`src/rtl/half_to_single.sv`:
```
module half_to_single (
  input  logic        clk,
  input  logic        rst_n,
  input  logic        in_valid,
  input  logic [15:0] in_half,
  output logic        out_valid,
  output logic [31:0] out_single
);
  localparam logic [7:0] EXP_ADJ   = 8'd112;
  localparam logic [7:0] SUB_BASE  = 8'd103;
  localparam logic [4:0] HEXP_ONES = 5'h1f;

  logic       sgn;
  logic [4:0] hexp;
  logic [9:0] hfrac;
  assign sgn   = in_half[15];
  assign hexp  = in_half[14:10];
  assign hfrac = in_half[9:0];

  logic [3:0] lead_pos;
  always_comb begin
    lead_pos = 4'd0;
    for (int i = 0; i < 10; i++)
      if (hfrac[i]) lead_pos = i[3:0];
  end

  logic [3:0]  sh_amt;
  logic [10:0] shifted;
  assign sh_amt  = 4'd10 - lead_pos;
  assign shifted = {1'b0, hfrac} << sh_amt;

  logic [31:0] result;
  always_comb begin
    if (hexp == HEXP_ONES)
      result = {sgn, 8'hff, hfrac, 13'd0};
    else if (hexp != 5'd0)
      result = {sgn, {3'd0, hexp} + EXP_ADJ, hfrac, 13'd0};
    else if (hfrac == 10'd0)
      result = {sgn, 31'd0};
    else
      result = {sgn, SUB_BASE + {4'd0, lead_pos}, shifted[9:0], 13'd0};
  end

  always_ff @(posedge clk) begin
    if (!rst_n) begin
      out_valid  <= 1'b0;
      out_single <= 32'd0;
    end else begin
      out_valid <= in_valid;
      if (in_valid) out_single <= result;
    end
  end

  p_sign_r1: assert property (@(posedge clk) disable iff (!rst_n)
    out_valid |-> out_single[31] == $past(in_half[15]));
  p_zero_r2: assert property (@(posedge clk) disable iff (!rst_n)
    (out_valid && $past(in_half[14:0]) == 15'd0) |-> out_single[30:0] == 31'd0);
  p_subnorm_r3: assert property (@(posedge clk) disable iff (!rst_n)
    (out_valid && $past(in_half[14:10]) == 5'd0 && $past(in_half[9:0]) != 10'd0)
      |-> (out_single[30:23] >= 8'd103 && out_single[30:23] <= 8'd112));
  p_special_r4: assert property (@(posedge clk) disable iff (!rst_n)
    (out_valid && $past(in_half[14:10]) == 5'h1f)
      |-> (out_single[30:23] == 8'hff && out_single[22:13] == $past(in_half[9:0])));
  p_valid_r6: assert property (@(posedge clk) disable iff (!rst_n)
    out_valid == $past(in_valid));
  p_hold_r6: assert property (@(posedge clk) disable iff (!rst_n)
    !$past(in_valid) |-> $stable(out_single));
  p_exact_r8: assert property (@(posedge clk) disable iff (!rst_n)
    out_single[12:0] == 13'd0);
endmodule

```
`config.mk`:
```
export PLATFORM = sky130hd
export DESIGN_NAME = half_to_single
export DESIGN_NICKNAME = d
export VERILOG_FILES = /design/src/rtl/half_to_single.sv
export SDC_FILE = /design/constraint.sdc
export NUM_CORES = 1
export LEC_CHECK = 0
export ABC_AREA = 1
export BUFFER_PORTS_ARGS = -buffer_cell sky130_fd_sc_hd__buf_2
export CAP_MARGIN = 0
export CORE_ASPECT_RATIO = 1.5
export CORE_UTILIZATION = 45
export CTS_BUF_LIST = sky130_fd_sc_hd__clkbuf_4 sky130_fd_sc_hd__clkbuf_8 sky130_fd_sc_hd__clkbuf_16
export CTS_CLUSTER_SIZE = 28
export DETAILED_ROUTE_END_ITERATION = 12
export GPL_TIMING_DRIVEN = 0
export HOLD_SLACK_MARGIN = 0.05
export PLACE_DENSITY = 0.79
export SLEW_MARGIN = 40
export SYNTH_ARGS = -nofsm -noshare
export SYNTH_HDL_FRONTEND = slang
export SYNTH_SLANG_ARGS = --single-unit
```
`constraint.sdc`:
```
create_clock -name clk -period 1.63 [get_ports clk]
set_input_delay 0.163 -clock clk [delete_from_list [all_inputs] [get_ports clk]]
set_output_delay 0.163 -clock clk [all_outputs]
set_load 0.05 [all_outputs]
```
==> results_dict.tcl <==
set metrics [dict create \
    hold_depth 3 \
    grt_pass1_wl_mm 6.858 \
    via_per_inst 5.107 \
    final_cell_mix "nand2_1, buf_2, buf_4" \
    synth.cell_area_sq_um 1504 \
    drt_iter0_drc 57 \
    r2r_start "out_single[16]$_SDFFE_PN0P_" \
    cap_violations 0 \
    drt_first_pass_iters 4 \
    cp_slowest_stage_delay_ns 0.20 \
    grt_max_degree 12 \
    setup_slack_ns -0.02773 \
    synth_top_area_share_pct 25.29 \
    rsz0062_at_grt "true" \
    path_delay_family "simple AND/OR/NAND/NOR gates" \
    cts_buffer_depth 2 \
    ys_seq_elements 19 \
    cp-start-kind "primary input" \
    synthTopCellsByArea "dfxtp_1, nand2_1, nand3_1, a21oi_1, buf_4" \
    globalRouteTotalUtil_pct 24.79 \
    syn_inst 226 \
    hold_viol 0 \
    cts_tree "done" \
    synth_cell_type_count 29 \
    yosysSeqAreaShare_pct 25.29 \
    initial_core_util_pct 47.60 \
    hold_start "in_half[15]" \
    dp_cells 316 \
    clk_pin_slew_worst_paths_ns 0.07 \
    crit_type "primary input to flop" \
    worstHoldPathType "primary input to flop" \
    fin_crit_ns 1.658 \
    setup_viol 1 \
    hpwl_mm 3.098 \
    htreeDepth 1 \
    clk-insertion-delay-late_ns 0.25 \
    violations "negative setup slack" \
    grt_pass1_vias 1538 \
    core.rowCount 25 \
    fin_cells 335 \
    die_w_um 49.20 \
    root_buffer "clkbuf_8" \
    path_max_fanout 5 \
    finalWirelength_mm 4.447 \
    fin_skew_ns 0 \
    timing.rr.end "out_single[16]$_SDFFE_PN0P_" \
    cts_hold_buf 0 \
    fmax_ghz 0.6032 \
    seq_area_sq_um 380.4 \
    ys_warn_count 0 \
    multi_input_area_sq_um 1041 \
    hold_path_end "out_single[31]$_SDFFE_PN0P_" \
    fin_nets 317 \
    fillCellCount 278 \
    r2r_slack_ns 0.96 \
    fp.dieArea_sq_um 3582 \
    finalCritPeriodShare_pct 101.7 \
    outcome "complete, but fails checks" \
    syn_avg_cell_area_sq_um 6.655 \
    post_route_cells_drive_above_1_share_pct 39.32 \
    gp_congestion 0.9654 \
    ioPinCount 52 \
    post-route-drc-count 0 \
    worstPathBufferInverterCount 4 \
    coreArea_sq_um 3159 \
    power.density_nw_per_um2 706.5 \
    critPathRequiredTime_ns 1.81 \
    synth.largest_area_cell "dfxtp_1" \
    clock-sinks 19 \
    grt_overflow 0 \
    timing.final.max_slew_violations 0 \
    crit_chain "buf_12 > nor2_4 > inv_2 > nand2_2 > nand2_2 > o21ai_4 > inv_2 > ha_4 > xnor2_4 > buf_12 > nor2_4 > nand3_2 > nand2_1 > nand3b_1 > a21oi_2" \
    crit_arrival_ns 1.84 \
    end_kind "flop" \
    vdd_drop_max_mv 0.8203 \
    cp_slowest_cell "nand3b_1" \
    cts_made_buffers 3 \
    antenna_found_initial 0 \
    reg2regPathDepth 2 \
    syn2layout_area_growth_pct 43.68 \
    final_util_pct 68.40 \
    routedWlPerCell_um 13.27 \
    p_leak_nw 1.081 \
    num_vias 1711 \
    n_antenna_cell 0 \
    numPortBuffers 38 \
    antenna_left 0 \
    chipHeight_um 72.81 \
]
## cell type report
type	count	share of cell area, %
Clock buffer	3	1.911
Clock inverter	1	0.2316
Sequential cell	19	17.60
Multi-Input combinational cell	172	48.18
Buffer	20	7.238
Inverter	26	5.559
Tap cell	40	2.316
Timing Repair Buffer	54	16.97
## flip-flops by register name, indices dropped and copies added, names as in the netlist
| register | cells |
|---|---|
| out_single | 18 |
| out_valid | 1 |
## stage by stage
stage	total power, W	hold slack, ns	TNS [ns]	setup WS, ns	area (sq um)
floorplan	0.0009776	0.2979	-0.02890	-0.02688	1598
global placement	0.001103	0.3926	-4.096	-0.4910	1838
detailed placement	0.001107	0.4184	-4.014	-0.4873	1838
CTS	0.001504	0.1585	-0.0008431	-0.0008431	2085
global route	0.001602	0.1632	-0.2626	-0.09535	2161
finish	0.001527	0.1568	-0.02773	-0.02773	2161
## per-layer routing
layer  global-route usage (%)  part of all wire, %
met2                    45.66                   52
met5                        0                    0
met1                    25.83                   37
met3                    2.292                  4.1
met4                    17.97                  6.6
## repair_timing
action                     in CTS  in global routing
hold endpoints to repair        0                  0
gates cloned                    1                  0
setup endpoints to repair      10                  6
resized for setup              17                 16
setup buffers                  15                  2
pin swaps                       8                 16
## cells by family (layout without fill, tap and decap cells)
family / after synthesis / after routing / synth area share (%)
other: 1 / 13 / 0.2493
buffers and inverters: 47 / 104 / 16.89
xor gates and xnor gates: 2 / 2 / 2.413
DFF: 19 / 19 / 25.29
and+or+nand+nor: 103 / 103 / 35.19
AOI/OAI and AO/OA: 52 / 52 / 18.30
adders and majority gates: 2 / 2 / 1.664
## worst min-delay path, stage by stage
cell	delay [ns]
buf_2	0.07
nor2_1	0.03
nor2_1	0.10
## cells in the mapped netlist
master / instances
nand2_2: 3
dfxtp_1: 19
inv_1: 22
conb_1: 1
o21ai_1: 2
nor2_8: 1
buf_1: 1
nand3_2: 1
a21oi_2: 1
nand3b_1: 1
o21ai_0: 19
a21oi_1: 24
a31oi_1: 3
nor2_2: 3
nor2_1: 15
nor2_4: 3
buf_6: 2
xnor2_1: 1
buf_4: 14
inv_2: 4
nand2_4: 5
xnor2_4: 1
nand3_1: 25
o211ai_1: 3
clkbuf_8: 1
clkbuf_1: 3
nand2_1: 42
ha_1: 2
nand4_1: 4
## how the worst max path moves through the flow
stage                     slack, ns  depth (start not counted)       start                           to
after detailed placement      -0.49                         18  in_half[2]  out_single[19]$_SDFFE_PN0P_
after CTS                   -0.0008                         15  in_half[3]  out_single[22]$_SDFFE_PN0P_
after floorplan               -0.03                         17  in_half[2]  out_single[22]$_SDFFE_PN0P_
after global placement        -0.49                         17  in_half[2]  out_single[22]$_SDFFE_PN0P_
final                         -0.03                         15  in_half[2]  out_single[22]$_SDFFE_PN0P_
after global routing           -0.1                         15  in_half[2]  out_single[22]$_SDFFE_PN0P_
## report_power, final
group	internal (W)	switching, W	total [W]
combinational	0.000241	0.000463	0.000704
clock	0.000169	0.000142	0.000311
sequential	0.000497	0.0000148	0.000512
(Power assumes the default switching activity.)
